$ cat config.mk
export PLATFORM = sky130hd
export DESIGN_NAME = flash_floor_guard
export DESIGN_NICKNAME = d
export VERILOG_FILES = /design/src/rtl/floor_pkg.sv /design/src/rtl/floor_base_reg.sv /design/src/rtl/floor_cmp.sv /design/src/rtl/floor_gate.sv /design/src/rtl/flash_floor_guard.sv
export SDC_FILE = /design/constraint.sdc
export NUM_CORES = 1
export LEC_CHECK = 0
export BUFFER_PORTS_ARGS = -buffer_cell sky130_fd_sc_hd__buf_2
export CORE_MARGIN = 2
export CORE_UTILIZATION = 42
export CTS_BUF_LIST = sky130_fd_sc_hd__clkbuf_8 sky130_fd_sc_hd__clkbuf_16
export CTS_CLUSTER_DIAMETER = 60
export CTS_CLUSTER_SIZE = 16
export DETAILED_ROUTE_END_ITERATION = 10
export GPL_TIMING_DRIVEN = 0
export PLACE_DENSITY_LB_ADDON = 0.08
export SLEW_MARGIN = 20
export SYNTH_ARGS = -nofsm -noshare
export SYNTH_HDL_FRONTEND = slang
export SYNTH_SLANG_ARGS = --single-unit
export TNS_END_PERCENT = 100
$ cat constraint.sdc
create_clock -name clk -period 4.9 [get_ports clk]
set_input_delay 0.98 -clock clk [delete_from_list [all_inputs] [get_ports clk]]
set_output_delay 0.98 -clock clk [all_outputs]
set_load 0.01 [all_outputs]
$ cat src/rtl/floor_pkg.sv
package floor_pkg;
   localparam int unsigned DEF_REG_W   = 32;
   localparam int unsigned DEF_ADDR_W  = 24;
   localparam int unsigned DEF_FIELD_LO = 8;
   localparam int unsigned DEF_IDX_W   = 2;

   // register word indices
   localparam logic [DEF_IDX_W-1:0] IDX_BASE = 2'd0;
   localparam logic [DEF_IDX_W-1:0] IDX_STAT = 2'd1;

   // status bit positions
   localparam int unsigned STAT_ERR  = 0;
   localparam int unsigned STAT_LOCK = 1;

   typedef enum logic {
      KIND_PROG = 1'b0,
      KIND_MEMRD = 1'b1
   } req_kind_e;
endpackage

$ cat src/rtl/floor_base_reg.sv
module floor_base_reg #(
   parameter int unsigned FIELD_W = 16
) (
   input  logic               clk,
   input  logic               rst_n,
   input  logic               lock_in,
   input  logic               wr_en,
   input  logic [FIELD_W-1:0] wr_field,
   output logic [FIELD_W-1:0] base_q,
   output logic               lock_q
);
   // sticky domain: only the full reset touches these
   always_ff @(posedge clk or negedge rst_n) begin
      if (!rst_n) begin
         lock_q <= 1'b0;
      end else if (lock_in) begin
         lock_q <= 1'b1;
      end
   end

   always_ff @(posedge clk or negedge rst_n) begin
      if (!rst_n) begin
         base_q <= '0;
      end else if (wr_en && !lock_q) begin
         base_q <= wr_field;
      end
   end
endmodule

$ cat src/rtl/floor_cmp.sv
module floor_cmp #(
   parameter int unsigned FIELD_W     = 16,
   parameter bit          USE_BORROW  = 1'b0
) (
   input  logic [FIELD_W-1:0] addr_hi,
   input  logic [FIELD_W-1:0] base,
   output logic               at_or_above
);
   generate
      if (USE_BORROW) begin : g_borrow
         logic [FIELD_W:0] diff;
         always_comb begin
            diff        = {1'b0, addr_hi} - {1'b0, base};
            at_or_above = ~diff[FIELD_W];
         end
      end else begin : g_mag
         always_comb begin
            at_or_above = (addr_hi >= base);
         end
      end
   endgenerate
endmodule

$ cat src/rtl/floor_gate.sv
module floor_gate #(
   parameter int unsigned ADDR_W = 24
) (
   input  logic              clk,
   input  logic              soft_rst_n,
   input  logic              pass,
   input  logic              req_valid,
   output logic              req_ready,
   input  logic [ADDR_W-1:0] req_addr,
   input  logic              req_kind,
   output logic              out_valid,
   input  logic              out_ready,
   output logic [ADDR_W-1:0] out_addr,
   output logic              out_kind,
   input  logic              err_clr,
   output logic              err_q,
   output logic              viol_q
);
   logic refuse;

   always_comb begin
      refuse    = req_valid && !pass;
      out_valid = req_valid && pass;
      req_ready = pass ? out_ready : 1'b1;
      out_addr  = req_addr;
      out_kind  = req_kind;
   end

   always_ff @(posedge clk or negedge soft_rst_n) begin
      if (!soft_rst_n) begin
         viol_q <= 1'b0;
         err_q  <= 1'b0;
      end else begin
         viol_q <= refuse;
         if (refuse) begin
            err_q <= 1'b1;
         end else if (err_clr) begin
            err_q <= 1'b0;
         end
      end
   end
endmodule

$ cat src/rtl/flash_floor_guard.sv
module flash_floor_guard
   import floor_pkg::*;
#(
   parameter int unsigned REG_W      = DEF_REG_W,
   parameter int unsigned ADDR_W     = DEF_ADDR_W,
   parameter int unsigned FIELD_LO   = DEF_FIELD_LO,
   parameter int unsigned IDX_W      = DEF_IDX_W,
   parameter bit          USE_BORROW = 1'b0
) (
   input  logic              clk,
   input  logic              rst_n,
   input  logic              core_rst_n,
   input  logic              lock_in,
   input  logic              reg_wen,
   input  logic [IDX_W-1:0]  reg_addr,
   input  logic [REG_W-1:0]  reg_wdata,
   output logic [REG_W-1:0]  reg_rdata,
   input  logic              req_valid,
   output logic              req_ready,
   input  logic [ADDR_W-1:0] req_addr,
   input  logic              req_kind,
   output logic              out_valid,
   input  logic              out_ready,
   output logic [ADDR_W-1:0] out_addr,
   output logic              out_kind,
   output logic              viol_pulse
);
   localparam int unsigned FIELD_W = ADDR_W - FIELD_LO;

   initial begin
      assert (ADDR_W < REG_W) else $error("ADDR_W must be below REG_W");
      assert (FIELD_LO >= 2 && FIELD_LO < ADDR_W) else $error("FIELD_LO out of range");
      assert (IDX_W >= 1) else $error("IDX_W must be at least 1");
   end

   logic [FIELD_W-1:0] base_q;
   logic               lock_q;
   logic               err_q;
   logic               pass;
   logic               soft_rst_n;
   logic               base_wr;
   logic               err_clr;
   logic               unused_wbits;

   assign soft_rst_n = rst_n & core_rst_n;
   assign base_wr    = reg_wen && (reg_addr == IDX_W'(IDX_BASE));
   assign err_clr    = reg_wen && (reg_addr == IDX_W'(IDX_STAT)) && reg_wdata[STAT_ERR];
   assign unused_wbits = ^{reg_wdata[REG_W-1:ADDR_W], reg_wdata[FIELD_LO-1:1]};

   floor_base_reg #(.FIELD_W(FIELD_W)) u_base (
      .clk      (clk),
      .rst_n    (rst_n),
      .lock_in  (lock_in),
      .wr_en    (base_wr),
      .wr_field (reg_wdata[ADDR_W-1:FIELD_LO]),
      .base_q   (base_q),
      .lock_q   (lock_q)
   );

   floor_cmp #(.FIELD_W(FIELD_W), .USE_BORROW(USE_BORROW)) u_cmp (
      .addr_hi     (req_addr[ADDR_W-1:FIELD_LO]),
      .base        (base_q),
      .at_or_above (pass)
   );

   floor_gate #(.ADDR_W(ADDR_W)) u_gate (
      .clk        (clk),
      .soft_rst_n (soft_rst_n),
      .pass       (pass),
      .req_valid  (req_valid),
      .req_ready  (req_ready),
      .req_addr   (req_addr),
      .req_kind   (req_kind),
      .out_valid  (out_valid),
      .out_ready  (out_ready),
      .out_addr   (out_addr),
      .out_kind   (out_kind),
      .err_clr    (err_clr),
      .err_q      (err_q),
      .viol_q     (viol_pulse)
   );

   // read mux: reserved bits are zero
   always_comb begin
      reg_rdata = '0;
      if (reg_addr == IDX_W'(IDX_BASE)) begin
         reg_rdata[ADDR_W-1:FIELD_LO] = base_q;
      end else if (reg_addr == IDX_W'(IDX_STAT)) begin
         reg_rdata[STAT_ERR]  = err_q;
         reg_rdata[STAT_LOCK] = lock_q;
      end
   end
endmodule

# --- After elaboration in Yosys (flattened, before gate mapping) ---
# Cells that the tools add are included.
word_totals:
  inputBits: 66
  reg_bits: 19
  elab_cells: 23
op_classes:
  eq_ne: 1
  bitwise_logic: 1
  n_lt_le_gt_ge: 1
  mux: 6
  reduce_logical: 10
op_table:
  columns: ["operator", "n"]
  rows:
  - ["$ge 16x16->1", 1]
  - ["$mux 16", 1]
  - ["$logic_and 1x1->1", 6]
  - ["$mux 2", 2]
  - ["$mux 1", 3]
  - ["$eq 2x1->1 const B", 1]
  - ["$logic_not 1->1", 2]
  - ["$logic_not 2->1", 1]
  - ["$reduce_bool 2->1", 1]
  - ["$and 1x1->1", 1]

# --- Longest topological paths before layout ---
# Gate-level depths: netlist (run 1).
depth:
  word_depth: 5
  depth_mapped: 6

# --- Cells and area by module ---
# A second synthesis (run 1) with hierarchy kept.
unflattened:
  cells_unflattened: 164
  hier_area_um2: 1676.6
modules_own_cells:
  columns: ["module", "area_per_inst_um2", "instances", "cells_each"]
  rows:
  - ["floor_base_reg", 686.9, 1, 37]
  - ["floor_cmp", 399.1, 1, 55]
  - ["flash_floor_guard", 314.1, 1, 40]
  - ["floor_gate", 276.5, 1, 32]

# --- Worst setup path after synthesis (run 1) ---
# Ideal clock, no wire load.
synth_timing:
  path_type: "input-to-output"
  startpoint: "in req_addr[23]"
  endpoint: "out req_ready"
  t_required_ns: 3.920
  path_buffers: 0
  cell_stages: 5
  path_slack_ns: 1.551
  arrival_time_ns: 2.369
  path_cell_list: "ha_1 -> nand4_2 -> nor2_1 -> or4_4 -> o31ai_1"
synth_between:
  elab_chain_cells: 2
synth_lines:
  columns: ["item", "line_no", "rtl"]
  rows:
  - ["start, declared", "flash_floor_guard.sv:20", "input logic [ADDR_W-1:0] req_addr,"]
  - ["$ge 16x16->1", "floor_cmp.sv:18", "at_or_above = (addr_hi >= base);"]
  - ["$mux 1", "floor_gate.sv:24", "req_ready = pass ? out_ready : 1'b1;"]
  - ["end, declared", "flash_floor_guard.sv:19", "output logic req_ready,"]
# Every way passes these cells.

# --- Final worst setup path (run 1) ---
layout_timing:
  startpoint: "in req_addr[23]"
  endpoint: "out out_valid"
layout_between:
  elab_chain_cells: 2
layout_lines:
  columns: ["item", "line_no", "rtl"]
  rows:
  - ["$ge 16x16->1", "floor_cmp.sv:18", null]
  - ["$logic_and 1x1->1", "floor_gate.sv:23", "out_valid = req_valid && pass;"]
  - ["end, declared", "flash_floor_guard.sv:22", "output logic out_valid,"]
# Every way passes these cells.

==> flow_metrics.env, run 1 <==
export IMPL_tightest_slew_ns=0.497
export IMPL_synth_edff_count=0
export IMPL_dp_hpwl_mm=2.94
export IMPL_endpoint_kind="output port"
export IMPL_slew_headroom_pct=66.0
export IMPL_drt_iter0_drc=30
export IMPL_root_buffer="clkbuf_8"
export IMPL_syn_inst=182
export IMPL_status="finished clean"
export IMPL_htreeDepth=1
export IMPL_arrival_ns=2.59
export IMPL_drive_above_1_share_pct=47.9
export IMPL_dieArea_mm2=0.00417
export IMPL_wirelength_mm=3.57
export IMPL_min_from="u_gate.err_q$_DFFE_PN0P_"
export IMPL_power_density_mw_per_mm2=199
export IMPL_finalCriticalPeriod_ns=3.57
export IMPL_instances_no_fill=332
export IMPL_setup_viol=0
export IMPL_r2r_cells=6
export IMPL_synth_ff_type="dfrtp_1"
export IMPL_max_freq_mhz=280
export IMPL_rows=21
export IMPL_viasPerCell=4.51
export IMPL_die_w_um=64.6
export IMPL_synthArstFlopShare_pct=100
export IMPL_cp_required_ns=3.92
export IMPL_antenna_found_initial=0
export IMPL_synth_warnings=0
export IMPL_syn_area_mm2=0.00154
export IMPL_ctsResizeCount=0
export IMPL_fin_skew_ns=0.00405
export IMPL_diodes=0
export IMPL_hold_path_cell_count=2
export IMPL_worstSetupStartpoint="req_addr[23]"
export IMPL_final_setup_tns_ns=0
export IMPL_track_usage_pct=17.1
export IMPL_r2r_start="u_base.base_q[15]$_DFFE_PN0P_"
export IMPL_coreArea_mm2=0.00342
export IMPL_dr_total_vias=1496
export IMPL_fill_cells=340
export IMPL_hp_class="flop to flop"
export IMPL_power_leakage_nw=1.23
export IMPL_hold_viol=0
export IMPL_place_inst=328
export IMPL_grt_ovfl_total=0
export IMPL_ys_seq_area_share_pct=30.9
export IMPL_area_growth_pct=38.1
export IMPL_clockBufferDepth=2
export IMPL_postRouteAntennaNets=0
export IMPL_peakVddDrop_mv=0.119
export IMPL_maxCapViolations=0
export IMPL_cts_setup_buffers=0
export IMPL_reg2reg_to="u_gate.err_q$_DFFE_PN0P_"
export IMPL_rsz0062_at_grt="false"
export IMPL_path_class="input pin to output port"
export IMPL_io_pins=126
export IMPL_cts_inserted_buffers=3
export IMPL_routabilityCongestion=0.698
export IMPL_ys_ff_latch=19
export IMPL_grt_max_degree=19
export IMPL_post_synth_num_cell_types=32
export IMPL_ctsHoldBuffers=0
export IMPL_hold_end="u_gate.err_q$_DFFE_PN0P_"
export IMPL_nets=369
export IMPL_synth_area_per_cell_um2=8.46
export IMPL_start_util_pct=45.1
export IMPL_insertion_delay_ns=0.25
export IMPL_cts_tree="yes"
export IMPL_cts_clk_slew_worst_paths_ns=0.07
export IMPL_drc_errors=0
export IMPL_grt_pass1_vias=1305
export IMPL_crit_path_start_kind="input pin"
export IMPL_finalMaxSlewViolations=0
export IMPL_port_buffers=87
export IMPL_numClockSinks=19
export IMPL_final_util_pct=62.3
export IMPL_min_period_over_period_pct=72.8
export IMPL_wl_per_cell_um=10.8
export IMPL_firstDrtPassIters=4
export IMPL_reg2reg_setup_slack_ns=3.04
export IMPL_grt_pass1_wl_mm=5.58
export IMPL_die_h_um=64.6
export IMPL_crit_fanout=4
-- placed cells by master, fill, tap and decap left out, drive strengths merged, types with 2 or more instances in the layout --
| cell | instances |
|---|---|
| clkbuf | 9 |
| nand3 | 2 |
| dfrtp | 19 |
| inv | 19 |
| nand4 | 2 |
| and2 | 2 |
| a21oi | 4 |
| and3b | 2 |
| nand2 | 20 |
| o21ai | 17 |
| buf | 127 |
| nor4b | 2 |
| ha | 16 |
| conb | 14 |
| nor3 | 18 |
-- worst max-delay path by stage --
stage                     end  slack, ns  cells after the start
CTS                 out_valid       1.31                      7
global route        out_valid       1.14                      7
floorplan           req_ready       1.55                      5
global placement    out_valid       1.33                      7
finish              out_valid       1.33                      7
detailed placement  out_valid       1.31                      7
-- cells by family after synthesis --
family	Yosys count	synth area share, %
simple gates	56	20.3
mux	1	0.731
fa+ha+maj	16	13.0
compound gates	25	9.75
other cells	1	0.243
flops	19	30.9
buf+inv	64	25.1
-- registers in the layout (all words and copies together) (netlist names) --
signal / flops
u_base.base_q: 16
u_base.lock_q: 1
u_gate.err_q: 1
u_gate.viol_q: 1
-- critical path, cell delays in order --
cell and delay (ns):
buf_2 0.10, ha_1 0.31, nand4_2 0.13, nor3_1 0.28, nor4b_2 0.47, o31a_1 0.18
buf_2 0.12
-- metal layers --
layer	up-vias	routed length [um]	GRT usage, %
met5	-	0	0
met2	66	1740	31.3
met4	0	33	5.59
met1	659	1530	20.3
li1	769	-	-
met3	2	269	2.95
-- report_power, final --
group	switching, mW	internal (mW)	leakage [nW]	total (mW)
sequential	0.00335	0.169	0.196	0.173
clock	0.0509	0.0557	0.0269	0.107
combinational	0.0733	0.0716	1.01	0.145
-- synthesized netlist by cell type, types with 2 or more instances --
| master | number | area [um2] |
|---|---|---|
| buf_4 | 39 | 293 |
| nand2_1 | 20 | 75.1 |
| dfrtp_1 | 19 | 475 |
| inv_1 | 18 | 67.6 |
| nor3_1 | 18 | 90.1 |
| ha_1 | 16 | 200 |
| o21ai_0 | 16 | 80.1 |
| clkbuf_1 | 6 | 22.5 |
| a21oi_1 | 3 | 15.0 |
| and2_1 | 2 | 12.5 |
| and3b_1 | 2 | 17.5 |
| nand3_1 | 2 | 10.0 |
| nor4b_2 | 2 | 30.0 |
-- area by class of cell --
type	instances	area, um2	share of cell area (%)
buffer	46	319	15.0
inverter	18	67.6	3.18
multi-input combinational	112	727	34.2
clock buffer	3	41.3	1.94
timing repair buffer	87	435	20.5
sequential	19	475	22.4
clock inverter	1	3.75	0.176
tap	46	57.6	2.71
-- through the flow --
stage	hold slack (ns)	setup slack (ns)	total power [mW]	area, um2
2_1_floorplan	0.440	1.55	0.268	1590
3_3_place_gp	0.482	1.33	0.319	2080
3_5_place_dp	0.481	1.31	0.321	2080
4_1_cts	0.498	1.31	0.429	2130
5_1_grt	0.536	1.14	0.454	2130
6_report	0.488	1.33	0.424	2130
(Power assumes the default switching activity.)
==> inputs of run 2 (changes only) <==
Settings changed: CORE_UTILIZATION 42 to 39.
Clock period 4.9 ns to 3.6 ns, I/O delays scaled along.
==> flow_metrics.env, run 2 (same netlist as run 1, synthesis figures left out) <==
export IMPL_postRouteAntennaNets=0
export IMPL_cts_tree="yes"
export IMPL_fin_skew_ns=0.000959
export IMPL_io_pins=126
export IMPL_hp_class="input pin to asynchronous set/reset pin"
export IMPL_wirelength_mm=3.66
export IMPL_ctsHoldBuffers=0
export IMPL_intPower_uw=403
export IMPL_drc_errors=0
export IMPL_arrival_ns=2.33
export IMPL_numClockSinks=19
export IMPL_die_w_um=66.8
export IMPL_ctsResizeCount=0
export IMPL_routabilityCongestion=0.716
export IMPL_finalMaxSlewViolations=0
export IMPL_dieArea_mm2=0.00447
export IMPL_grt_pass1_vias=1253
export IMPL_wl_per_cell_um=11.0
export IMPL_drive_above_1_share_pct=47.9
export IMPL_port_buffers=87
export IMPL_final_common_cell="buf_2"
export IMPL_root_buffer="clkbuf_8"
export IMPL_grt_max_degree=19
export IMPL_rows=22
export IMPL_grt_ovfl_total=0
export IMPL_path_class="input pin to output port"
export IMPL_start_util_pct=41.4
export IMPL_viasPerCell=4.37
export IMPL_insertion_delay_ns=0.25
export IMPL_crit_family="simple AND/OR/NAND/NOR gates"
export IMPL_grt_pass1_wl_mm=5.45
export IMPL_slew_headroom_pct=65.5
export IMPL_cp_required_ns=2.88
export IMPL_rsz0062_at_grt="false"
export IMPL_antenna_found_initial=0
export IMPL_p_sw_share_pct=30.1
export IMPL_final_setup_tns_ns=0
export IMPL_finalCriticalPeriod_ns=3.05
export IMPL_dp_hpwl_mm=2.95
export IMPL_largest_register="u_base.base_q"
export IMPL_drt_iter0_drc=31
export IMPL_r2r_cells=6
export IMPL_crit_path_start_kind="input pin"
export IMPL_endpoint_kind="output port"
export IMPL_min_period_over_period_pct=84.7
export IMPL_area_growth_pct=38.3
export IMPL_path_cells="buf_2 -> ha_1 -> nand4_2 -> nor2_1 -> or4_4 -> o31a_1 -> buf_2"
export IMPL_largest_reg_flops=16
export IMPL_die_h_um=66.8
export IMPL_track_usage_pct=16.1
export IMPL_power_uw=577
export IMPL_cts_inserted_buffers=3
export IMPL_firstDrtPassIters=4
export IMPL_p_sw_uw=174
export IMPL_critical_path_cell_count=7
export IMPL_status="finished clean"
export IMPL_tightest_slew_ns=0.517
export IMPL_crit_fanout=4
export IMPL_diodes=0
export IMPL_cts_setup_buffers=0
export IMPL_htreeDepth=1
export IMPL_nets=369
export IMPL_hold_viol=0
export IMPL_final_cell_mix="buf_2, buf_4, nand2_1"
export IMPL_setup_viol=0
export IMPL_peakVddDrop_mv=0.211
export IMPL_pwr_share_clk_pct=25.2
export IMPL_p_comb_share_pct=34.1
export IMPL_power_density_mw_per_mm2=271
export IMPL_power_leakage_nw=1.23
export IMPL_seq_power_share_pct=40.7
export IMPL_cp_slowest_cell="or4_4"
export IMPL_cts_clk_slew_worst_paths_ns=0.07
export IMPL_maxCapViolations=0
export IMPL_path_buf_inv=2
export IMPL_max_freq_mhz=328
export IMPL_clockBufferDepth=2
export IMPL_cpMostUsedCell="buf_2"
export IMPL_max_stage_delay_ns=0.55
export IMPL_coreArea_mm2=0.00372
export IMPL_dr_total_vias=1458
[run 2: cell counts in the layout (fill, tap and decap cells not counted)]
No cell type changed its count.
[run 2: layout make-up]
cell class | instances | area [um2]
clock inverters | 1 | 3.75
fillers | 395 | 1590
flip-flops and latches | 19 | 475
repair buffers | 87 | 435
inverters | 18 | 67.6
clock buffers | 3 | 41.3
plain buffers | 46 | 319
well taps | 48 | 60.1
multi-input cells | 112 | 727
[run 2: final timing paths]
check / from / endpoint / slack [ns]
max: req_addr[23] / out_valid / 0.55
min reg2reg: u_gate.err_q$_DFFE_PN0P_ / u_gate.err_q$_DFFE_PN0P_ / 0.48
max in group asynchronous: rst_n / u_gate.viol_q$_DFF_PN0_ / 2.76
min: core_rst_n / u_gate.err_q$_DFFE_PN0P_ / 0.34
max reg2reg: u_base.base_q[15]$_DFFE_PN0P_ / u_gate.err_q$_DFFE_PN0P_ / 1.74
min in group clk: u_gate.err_q$_DFFE_PN0P_ / u_gate.err_q$_DFFE_PN0P_ / 0.48
[run 2: routing by layer]
| layer | up-vias | global-route usage (%) | part of all wire (%) |
|---|---|---|---|
| li1 | 768 | - | - |
| met1 | 627 | 21.2 | 46 |
| met2 | 59 | 26.6 | 45 |
| met3 | 4 | 3.89 | 8.1 |
| met4 | 0 | 3.83 | 0.93 |
| met5 | - | 0 | 0 |
[run 2: power by group through the flow]
| stage | combinational (mW) | sequential (mW) | clock [mW] |
|---|---|---|---|
| 3_3_place_gp | 0.196 | 0.239 | 0 |
| 3_5_place_dp | 0.198 | 0.239 | 0 |
| 5_1_grt | 0.221 | 0.236 | 0.164 |
| 4_1_cts | 0.199 | 0.235 | 0.152 |
| 6_report | 0.197 | 0.235 | 0.146 |
| 2_1_floorplan | 0.125 | 0.239 | 0 |
[run 2: worst reg2reg max path: stages, from the launching register on]
cell,delay (ns)
dfrtp_1,0.36
inv_1,0.09
ha_1,0.27
nand4_2,0.12
nor2_1,0.06
or4_4,0.55
o41ai_2,0.31
[run 2: metrics by stage]
stage	util [%]	cells	hold slack [ns]	setup slack, ns	instance area (um2)
4_1_cts	57.3	334	0.333	0.543	2130
2_1_floorplan	-	195	0.424	0.771	1590
6_report	57.3	334	0.339	0.551	2130
3_5_place_dp	56.1	330	0.478	0.549	2080
5_1_grt	57.3	334	0.340	0.413	2130
3_3_place_gp	56.1	330	0.480	0.551	2080
